## config.mk

```make
export PLATFORM = sky130hd
export DESIGN_NAME = i2c_id_responder
export DESIGN_NICKNAME = d
export VERILOG_FILES = /design/src/rtl/i2cid_pkg.sv /design/src/rtl/i2cid_line_cond.sv /design/src/rtl/i2cid_bus_events.sv /design/src/rtl/i2cid_rom.sv /design/src/rtl/i2c_id_responder.sv
export SDC_FILE = /design/constraint.sdc
export NUM_CORES = 1
export LEC_CHECK = 0
export ABC_AREA = 1
export BUFFER_PORTS_ARGS = -buffer_cell sky130_fd_sc_hd__buf_2
export CORE_ASPECT_RATIO = 2
export CORE_MARGIN = 2
export CORE_UTILIZATION = 39
export CTS_CLUSTER_SIZE = 10
export DETAILED_ROUTE_END_ITERATION = 6
export SLEW_MARGIN = 20
export SYNTH_ARGS = -nofsm -noshare
export SYNTH_HDL_FRONTEND = slang
export SYNTH_SLANG_ARGS = --single-unit
export TNS_END_PERCENT = 5
```

## constraint.sdc

```tcl
create_clock -name clk -period 1.4 [get_ports clk]
set_clock_uncertainty 0.2 [all_clocks]
set_input_delay 0.14 -clock clk [delete_from_list [all_inputs] [get_ports clk]]
set_output_delay 0.14 -clock clk [all_outputs]
set_load 0.02 [all_outputs]
```

## src/rtl/i2cid_pkg.sv

```systemverilog
package i2cid_pkg;
  localparam int ID_LAST = 16;
  localparam int PTR_W   = $clog2(ID_LAST + 1);

  typedef enum logic [3:0] {
    ST_IDLE,
    ST_ADDR,
    ST_AACK,
    ST_OFS,
    ST_XTRA,
    ST_OACK,
    ST_TX,
    ST_MACK,
    ST_ACKD
  } resp_state_e;
endpackage

```

## src/rtl/i2cid_line_cond.sv

```systemverilog
module i2cid_line_cond #(
  parameter int SYNC_STAGES = 2,
  parameter int FILT_LEN    = 3
) (
  input  logic clk,
  input  logic rst_n,
  input  logic din,
  output logic dout
);
  logic [SYNC_STAGES-1:0] sync_q;
  logic [FILT_LEN-1:0]    hist_q;
  logic                   dout_d;

  // level changes only when the whole history agrees
  always_comb begin
    dout_d = dout;
    if (&hist_q)       dout_d = 1'b1;
    else if (~|hist_q) dout_d = 1'b0;
  end

  always_ff @(posedge clk or negedge rst_n) begin
    if (!rst_n) begin
      sync_q <= '1;
      hist_q <= '1;
      dout   <= 1'b1;
    end else begin
      sync_q <= {sync_q[SYNC_STAGES-2:0], din};
      hist_q <= {hist_q[FILT_LEN-2:0], sync_q[SYNC_STAGES-1]};
      dout   <= dout_d;
    end
  end
endmodule

```

## src/rtl/i2cid_bus_events.sv

```systemverilog
module i2cid_bus_events (
  input  logic clk,
  input  logic rst_n,
  input  logic scl_f,
  input  logic sda_f,
  output logic scl_rise,
  output logic scl_fall,
  output logic start_evt,
  output logic stop_evt
);
  logic scl_p, sda_p;

  always_ff @(posedge clk or negedge rst_n) begin
    if (!rst_n) begin
      scl_p <= 1'b1;
      sda_p <= 1'b1;
    end else begin
      scl_p <= scl_f;
      sda_p <= sda_f;
    end
  end

  always_comb begin
    scl_rise  = scl_f & ~scl_p;
    scl_fall  = ~scl_f & scl_p;
    start_evt = scl_f & scl_p & sda_p & ~sda_f;
    stop_evt  = scl_f & scl_p & ~sda_p & sda_f;
  end
endmodule

```

## src/rtl/i2cid_rom.sv

```systemverilog
module i2cid_rom
  import i2cid_pkg::*;
(
  input  logic [PTR_W-1:0] idx,
  output logic [7:0]       data
);
  always_comb begin
    case (idx)
      5'h00: data = 8'h44;
      5'h01: data = 8'h50;
      5'h02: data = 8'h2D;
      5'h03: data = 8'h48;
      5'h04: data = 8'h44;
      5'h05: data = 8'h4D;
      5'h06: data = 8'h49;
      5'h07: data = 8'h20;
      5'h08: data = 8'h41;
      5'h09: data = 8'h44;
      5'h0A: data = 8'h41;
      5'h0B: data = 8'h50;
      5'h0C: data = 8'h54;
      5'h0D: data = 8'h4F;
      5'h0E: data = 8'h52;
      5'h0F: data = 8'h04;
      default: data = 8'hFF;
    endcase
  end
endmodule

```

## src/rtl/i2c_id_responder.sv

```systemverilog
module i2c_id_responder
  import i2cid_pkg::*;
#(
  parameter logic [6:0] DEV_ADDR    = 7'h40,
  parameter int         SYNC_STAGES = 2,
  parameter int         FILT_LEN    = 3
) (
  input  logic clk,
  input  logic rst_n,
  input  logic scl_i,
  input  logic sda_i,
  output logic sda_oe,
  input  logic slave_en,
  input  logic pwr_up
);
  localparam logic [7:0]       LAST_B = 8'(ID_LAST);
  localparam logic [PTR_W-1:0] LAST_P = PTR_W'(ID_LAST);

  logic rst_meta, rst_s;
  logic scl_f, sda_f;
  logic scl_rise, scl_fall, start_evt, stop_evt;
  logic active;

  resp_state_e      state_q, state_d;
  logic [3:0]       bit_q, bit_d;
  logic [7:0]       sh_q, sh_d;
  logic [PTR_W-1:0] ptr_q, ptr_d;
  logic             rw_q, rw_d;
  logic             oe_q, oe_d;
  logic [7:0]       rom_byte;

  // reset: asserted at once, released on the clock
  always_ff @(posedge clk or negedge rst_n) begin
    if (!rst_n) begin
      rst_meta <= 1'b0;
      rst_s    <= 1'b0;
    end else begin
      rst_meta <= 1'b1;
      rst_s    <= rst_meta;
    end
  end

  i2cid_line_cond #(.SYNC_STAGES(SYNC_STAGES), .FILT_LEN(FILT_LEN)) u_scl_cond (
    .clk(clk), .rst_n(rst_s), .din(scl_i), .dout(scl_f));
  i2cid_line_cond #(.SYNC_STAGES(SYNC_STAGES), .FILT_LEN(FILT_LEN)) u_sda_cond (
    .clk(clk), .rst_n(rst_s), .din(sda_i), .dout(sda_f));

  i2cid_bus_events u_events (
    .clk(clk), .rst_n(rst_s), .scl_f(scl_f), .sda_f(sda_f),
    .scl_rise(scl_rise), .scl_fall(scl_fall),
    .start_evt(start_evt), .stop_evt(stop_evt));

  i2cid_rom u_rom (.idx(ptr_q), .data(rom_byte));

  assign active = slave_en & pwr_up;
  assign sda_oe = oe_q;

  always_comb begin
    state_d = state_q;
    bit_d   = bit_q;
    sh_d    = sh_q;
    ptr_d   = ptr_q;
    rw_d    = rw_q;
    oe_d    = oe_q;
    if (!active) begin
      state_d = ST_IDLE;
      bit_d   = '0;
      ptr_d   = '0;
      oe_d    = 1'b0;
    end else if (start_evt) begin
      state_d = ST_ADDR;
      bit_d   = '0;
      oe_d    = 1'b0;
    end else if (stop_evt) begin
      state_d = ST_IDLE;
      oe_d    = 1'b0;
    end else begin
      case (state_q)
        ST_ADDR, ST_OFS, ST_XTRA: begin
          if (scl_rise) begin
            sh_d  = {sh_q[6:0], sda_f};
            bit_d = bit_q + 4'd1;
          end else if (scl_fall && bit_q == 4'd8) begin
            bit_d = '0;
            if (state_q == ST_ADDR) begin
              if (sh_q[7:1] == DEV_ADDR) begin
                rw_d    = sh_q[0];
                oe_d    = 1'b1;
                state_d = ST_AACK;
              end else begin
                state_d = ST_IDLE;
              end
            end else begin
              if (state_q == ST_OFS)
                ptr_d = (sh_q > LAST_B) ? LAST_P : sh_q[PTR_W-1:0];
              oe_d    = 1'b1;
              state_d = ST_OACK;
            end
          end
        end
        ST_AACK: begin
          if (scl_fall) begin
            bit_d = '0;
            if (rw_q) begin
              sh_d    = rom_byte;
              oe_d    = ~rom_byte[7];
              state_d = ST_TX;
            end else begin
              oe_d    = 1'b0;
              state_d = ST_OFS;
            end
          end
        end
        ST_OACK: begin
          if (scl_fall) begin
            bit_d   = '0;
            oe_d    = 1'b0;
            state_d = ST_XTRA;
          end
        end
        ST_TX: begin
          if (scl_rise) begin
            bit_d = bit_q + 4'd1;
          end else if (scl_fall) begin
            if (bit_q == 4'd8) begin
              oe_d    = 1'b0;
              state_d = ST_MACK;
            end else begin
              sh_d = {sh_q[6:0], 1'b0};
              oe_d = ~sh_q[6];
            end
          end
        end
        ST_MACK: begin
          if (scl_rise) begin
            if (!sda_f) begin
              ptr_d   = (ptr_q == LAST_P) ? ptr_q : ptr_q + 1'b1;
              state_d = ST_ACKD;
            end else begin
              state_d = ST_IDLE;
            end
          end
        end
        ST_ACKD: begin
          if (scl_fall) begin
            bit_d   = '0;
            sh_d    = rom_byte;
            oe_d    = ~rom_byte[7];
            state_d = ST_TX;
          end
        end
        default: state_d = ST_IDLE;
      endcase
    end
  end

  always_ff @(posedge clk or negedge rst_s) begin
    if (!rst_s) begin
      state_q <= ST_IDLE;
      bit_q   <= '0;
      sh_q    <= '0;
      ptr_q   <= '0;
      rw_q    <= 1'b0;
      oe_q    <= 1'b0;
    end else begin
      state_q <= state_d;
      bit_q   <= bit_d;
      sh_q    <= sh_d;
      ptr_q   <= ptr_d;
      rw_q    <= rw_d;
      oe_q    <= oe_d;
    end
  end

  AST_PTR_RANGE: assert property (@(posedge clk) disable iff (!rst_s)
    ptr_q <= LAST_P);
  AST_PTR_HOLD: assert property (@(posedge clk) disable iff (!rst_s)
    (active && ptr_q == LAST_P && state_q != ST_OFS) |=> ptr_q == LAST_P);
  AST_EN_OFF: assert property (@(posedge clk) disable iff (!rst_s)
    !slave_en |=> (!sda_oe && ptr_q == '0));
  AST_PWR_OFF: assert property (@(posedge clk) disable iff (!rst_s)
    !pwr_up |=> (!sda_oe && ptr_q == '0));
  AST_START_ADDR: assert property (@(posedge clk) disable iff (!rst_s)
    (active && start_evt) |=> state_q == ST_ADDR);
  AST_OE_SCL_LOW: assert property (@(posedge clk) disable iff (!rst_s)
    ($past(active) && !$stable(oe_q)) |-> !scl_f);
endmodule

```

## Word level (Yosys, flattened, before mapping)

Memories as Yosys holds them, arrays and structs flattened.
Index checks and enable logic that the tools add are counted.
Widths: inputs -> output; s select.

- Flip-flop bits (word level): 39
- Bits in latches: 0
- Memory bits (writable): 0
- ROM bits: 112
- Input bits: 6
- Output and inout bits: 1
- Word-level logic and storage cells: 162
- Memories kept: 1

- $add $sub $neg: 2
- $mul: 0
- Div/mod/pow operators: 0
- Order comparisons: 1
- Equal/unequal tests: 46
- Shift operators: 0
- Muxes and demuxes: 65
- Bitwise logic cells: 17
- Reduce and logical (&&, ||, !) cells: 14

Memories:

| name | depth | width | rd ports | clocked after Yosys merged registers in | wr ports | RTL line | RTL |
|---|---|---|---|---|---|---|---|
| (no name shown) | 16 | 7 | 1 | 0 | 0 | i2cid_rom.sv:8 | `case (idx)` |

Operators by type and width:

| operator | count |
|---|---|
| $mux 4 | 21 |
| $mux 8 | 8 |
| $mux 5 | 11 |
| $ne 5x5->1 const B | 10 |
| $pmux 8 s4 | 1 |
| $ne 3x3->1 const B | 8 |
| $pmux 4 s6 | 1 |
| $mux 1 | 18 |
| $ne 2x2->1 const B | 9 |
| $reduce_and 9->1 | 2 |
| $eq 4x3->1 const B | 4 |
| $pmux 4 s3 | 1 |
| $reduce_or 3->1 | 4 |
| $reduce_and 11->1 | 1 |
| $pmux 5 s2 | 1 |
| $reduce_and 10->1 | 1 |
| $not 1->1 | 9 |
| $and 1x1->1 | 8 |
| $eq 4x2->1 const B | 2 |
| $eq 4x4->1 const B | 2 |
| $gt 8x5->1 const B | 1 |
| $ne 4x4->1 const B | 2 |
| $ne 8x3->1 const B | 1 |
| $reduce_and 8->1 | 1 |
| 16 further kinds | 18 |

## Depth between registers and ports, before layout

- Depth in word-level cells: 10
- Depth in mapped cells: 12
- Mapped depth without buffers: 12

## Modules after synthesis

Synthesis repeated with hierarchy kept, for this count alone.

- Cell total of the unflattened synthesis: 391
- Area, all modules: 2746.4 µm²

Modules (own cells, without submodules):

| module | times used | cells an instance | area an instance (µm²) | seq. area each (µm²) |
|---|---|---|---|---|
| i2c_id_responder | 1 | 299 | 1984.4 | 625.6 |
| i2cid_line_cond | 2 | 14 | 188.9 | 157.7 |
| i2cid_rom | 1 | 51 | 290.3 | 0.0 |
| i2cid_bus_events | 1 | 13 | 93.8 | 52.6 |

## Least setup slack after synthesis

Ideal clock, no wire load.

- Kind: reg2reg
- From: register state_q[2]
- To: register sh_q[4]
- Library setup time: 0.117 ns
- Arrival time: 1.424 ns
- Required time: 1.083 ns
- Slack: -0.341 ns
- Stages on the path, launching flop included: 11
- Buffers on the path: 0
- Period minus slack after synthesis: 1.741 ns
- Cell sequence: dfrtp_1 > nor2_2 > nand2_4 > nand2_8 > inv_6 > nand2_8 > nor2_4 > a21oi_4 > nand2_4 > nand2_1 > nand2_1

- Cells in the longest elaborated chain, start to end: 4
- Elaborated cells on any way between the ends: 17
- Those cells by class: 13 x eq/ne; 1 x mux; 3 x reduce/logical

RTL lines:

| item | RTL line | RTL |
|---|---|---|
| start, declared | i2c_id_responder.sv:24 | `resp_state_e state_q, state_d;` |
| start signal, assigned | i2c_id_responder.sv:166 | `state_q <= state_d;` |
| $eq 4x1->1, or another cell as far along | i2c_id_responder.sv:78 | `case (state_q)` |
| $reduce_or 3->1 | i2c_id_responder.sv:78 |  |
| $reduce_bool 4->1 (no line) or $ne 2x2->1 (tied branches) | n/a |  |
| $reduce_and 11->1 (no line) | n/a |  |
| end signal, assigned | i2c_id_responder.sv:161 | `sh_q <= '0;` |
| end signal, assigned | i2c_id_responder.sv:168 | `sh_q <= sh_d;` |
| end, declared | i2c_id_responder.sv:26 | `logic [7:0] sh_q, sh_d;` |

Parallel ways exist; a longest one is shown, timed or not.
A chain may end at the register's enable or synchronous reset.

## Worst setup path in the final report

- From: register u_scl_cond.dout
- To: register bit_q[1]

- Cells in the longest elaborated chain, start to end: 6
- Elaborated cells on any way between the ends: 20
- Those cells by class: 5 x eq/ne; 5 x mux; 8 x bitwise; 2 x reduce/logical

RTL lines:

| item | RTL line | RTL |
|---|---|---|
| start, declared | i2cid_line_cond.sv:8 | `output logic dout` |
| start signal, assigned | i2cid_line_cond.sv:29 | `dout <= dout_d;` |
| $and 1x1->1 | i2cid_bus_events.sv:24 | `scl_rise = scl_f & ~scl_p;` |
| $mux 4 | i2c_id_responder.sv:80 | `if (scl_rise) begin` |
| $pmux 4 s3 | i2c_id_responder.sv:78 |  |
| $mux 4 | i2c_id_responder.sv:74 | `end else if (stop_evt) begin` |
| $mux 4 | i2c_id_responder.sv:70 | `end else if (start_evt) begin` |
| $mux 4 | i2c_id_responder.sv:65 | `if (!active) begin` |
| end signal, assigned | i2c_id_responder.sv:167 | `bit_q <= bit_d;` |
| end, declared | i2c_id_responder.sv:25 | `logic [3:0] bit_q, bit_d;` |

Parallel ways exist; a longest one is shown, timed or not. The select of a mux whose other input is x is not followed.

==> reports/results.ini <==
[die]
fp.dieArea_sq_um=7348
initial_core_util_pct=39.75
row_count=42
chipWidth_um=61.63
ios=7
fp.dieH_um=119.2
core_sq_um=6516

[worst_hold_path]
hp-class=reg2async

[placement]
finalWeightedCongestion=0.9485
dp_hpwl_um=5228
io_buffers=6

[detailed_routing]
drt-total-wl_um=6818
drt_pass1_iterations=4
vias_per_cell=4.924
route.vias.total=2575
ant_nets=0
drc=0
wl_per_cell_um=13.04
drt_iter0_markers=134

[power]
pwr-share-comb_pct=15.0
p_seq_share_pct=41.4
cellPowerDensity_nw_per_um2=815.8
power.internal_mw=2.279
clkPwrFrac_pct=43.6
p_sw_mw=0.7244
power.leakage_nw=1.748
swShare_pct=24.12
vdd_drop_max_uv=672.6

[layout]
syn2layout_area_growth_pct=42.13
fin_util_pct=56.49
final_common_cell=nand2_1
drive_above_1_share_pct=38.62
n_antenna_cell=0
final_nets=447
final_cell_mix=nand2_1, buf_4, nand3_1, inv_1, nor2_1

[clock_tree]
clock_latency_ps=280
clkTransAtPathRegs_ps=50
cts_buffer_depth=2
cts_tree=built
cts_buffers=5
h-tree-depth=2
cts_sinks=39
cts-root-buf=clkbuf_16

[sta]
rsz0062_at_grt=yes
max_clock_freq_mhz=552.2
post-route-period-util_pct=129.3
hold_viol_final=0
setup_ws_ps=-410.9
finalSetupTns_ps=-8668
setup-violations-final=23
slew_violations=0
fin_crit_ps=1811

[synthesis]
syn-cell-area_sq_um=2590
synthCells=361
synth_edf_count=0
ys_seq_area_share_pct=38.36
synth_ff_type=dfrtp_1
ys_warn_count=0
syn-num-nets=374
async_flop_share_pct=100.0
synth_area_per_cell_sq_um=7.174
ys_seq_elements=39
ys_types=32

[setup_path]
crit_path_end_kind=flip-flop
cp_slowest_stage_delay_ps=570
path_cells=buf_6, nand4_1, buf_4, nor2_4, a21oi_4, nand3_2, nor2_4, nand2_1, nand2_1
crit_required_ps=1380
slowest_stage=dfstp_2
worstSetupStartpointType=flip-flop
crit_type=reg2reg
cp_max_fo=4
cp.arrival_ps=1790

[global_route]
grt_pass1_vias=2554
antenna_found_initial=0
grt_overflow_total=0
grt_max_degree=38
grt_pass1_wl_um=11410
track_usage_pct=20.31

[run_status]
violations=setup timing
status=finished, violations left

[flow_run]
drv_cap=0

==> metrics by stage <==
step	instance area [sq um]	hold WS [ps]	worst slack, ps	cells	power [mW]
after floorplan	2613	-355.6	-311.8	361	1.433
after global placement	3169	-272.5	-444.7	506	1.598
after detailed placement	3169	-270.3	-499.4	506	1.603
after CTS	3640	37.58	-381.7	523	3.022
after global routing	3681	63.39	-488.3	523	3.142
final	3681	27.69	-410.9	523	3.003
==> cells in the mapped netlist, drive strengths merged (2+ instances only) <==
master    n  share of area, %
o211ai    5               1.4
ha        7               3.4
nand4     9               2.2
dfstp    14                14
nor3      4              0.77
buf       2              0.39
nand2   111                19
dfrtp    25                24
nor2     53                10
o21ai    17               3.4
nand3    52                10
a21oi    14               3.1
inv      38               5.7
==> critical path, delay by kind of cell (launching register included) <==
kind	cells	cell delay, ps
DFF	1	570
and+or+nand+nor	6	530
buffers and inverters	2	350
AOI/OAI and AO/OA	1	50
==> flip-flops by register name, summed over array words and instances, names as in the netlist <==
name / cells
bit_q: 4
ptr_q: 5
rst_meta: 1
rst_s: 1
rw_q: 1
sda_oe: 1
sh_q: 8
state_q: 4
u_events.scl_p: 1
u_events.sda_p: 1
u_scl_cond.dout: 1
u_scl_cond.hist_q: 3
u_scl_cond.sync_q: 2
u_sda_cond.dout: 1
u_sda_cond.hist_q: 3
u_sda_cond.sync_q: 2
==> what timing repair did <==
item | CTS | global route
gates resized for setup | 57 | 12
hold buffers | 4 | 0
pin swaps | 27 | 9
endpoints found under the setup margin | 23 | 23
setup buffers | 5 | 0
hold endpoints to repair | 4 | 0
==> layout make-up <==
type / count / area [sq um]
Tap cell: 88 / 110.1
Timing Repair Buffer: 69 / 561.8
Multi-Input combinational cell: 280 / 1685
Clock buffer: 6 / 138.9
Fill cell: 622 / 2835
Inverter: 39 / 151.4
Sequential cell: 39 / 998.5
Clock inverter: 2 / 35.03
==> cells by family (layout without fill, tap and decap cells) <==
kind of cell               after synthesis  count (layout)  synth area share, %
DFF                                     39              39                38.36
other                                    1               1               0.1448
adders and majority gates                7               7                3.381
and+or+nand+nor                        230             230                41.93
AOI/OAI and AO/OA                       40              40                9.131
buffers and inverters                   42             116                6.376
xor gates and xnor gates                 2               2               0.6765
==> layer usage <==
metal / vias to the layer above / part of all wire, % / GRT usage [%]
met1: 1186 / 41 / 25.39
li1: 1320 / - / -
met5: - / 0 / 0
met4: 0 / 3.0 / 8.378
met2: 54 / 51 / 32.89
met3: 15 / 4.4 / 3.800
==> power by group through the flow <==
stage | Sequential [mW] | Clock [mW] | Combinational (mW)
CTS | 1.24 | 1.35 | 0.433
global placement | 1.25 | 0 | 0.343
floorplan | 1.27 | 0 | 0.161
global route | 1.25 | 1.40 | 0.489
detailed placement | 1.26 | 0 | 0.348
finish | 1.24 | 1.31 | 0.450
==> path summary, 6_finish.rpt <==
check / depth (start not counted) / start / slack, ps / end
worst max-delay path: 9 / u_scl_cond.dout / -410 / bit_q[1]
worst min-delay path: 1 / rst_s / 30 / bit_q[3]
worst max register to register: 9 / u_scl_cond.dout / -410 / bit_q[1]
worst min register to register: 1 / rst_s / 30 / bit_q[3]
max in group asynchronous: 3 / rst_n / 380 / rst_meta
min in group clk: 0 / rst_meta / 150 / rst_s
Note: power is estimated with default switching activity, not from simulation.
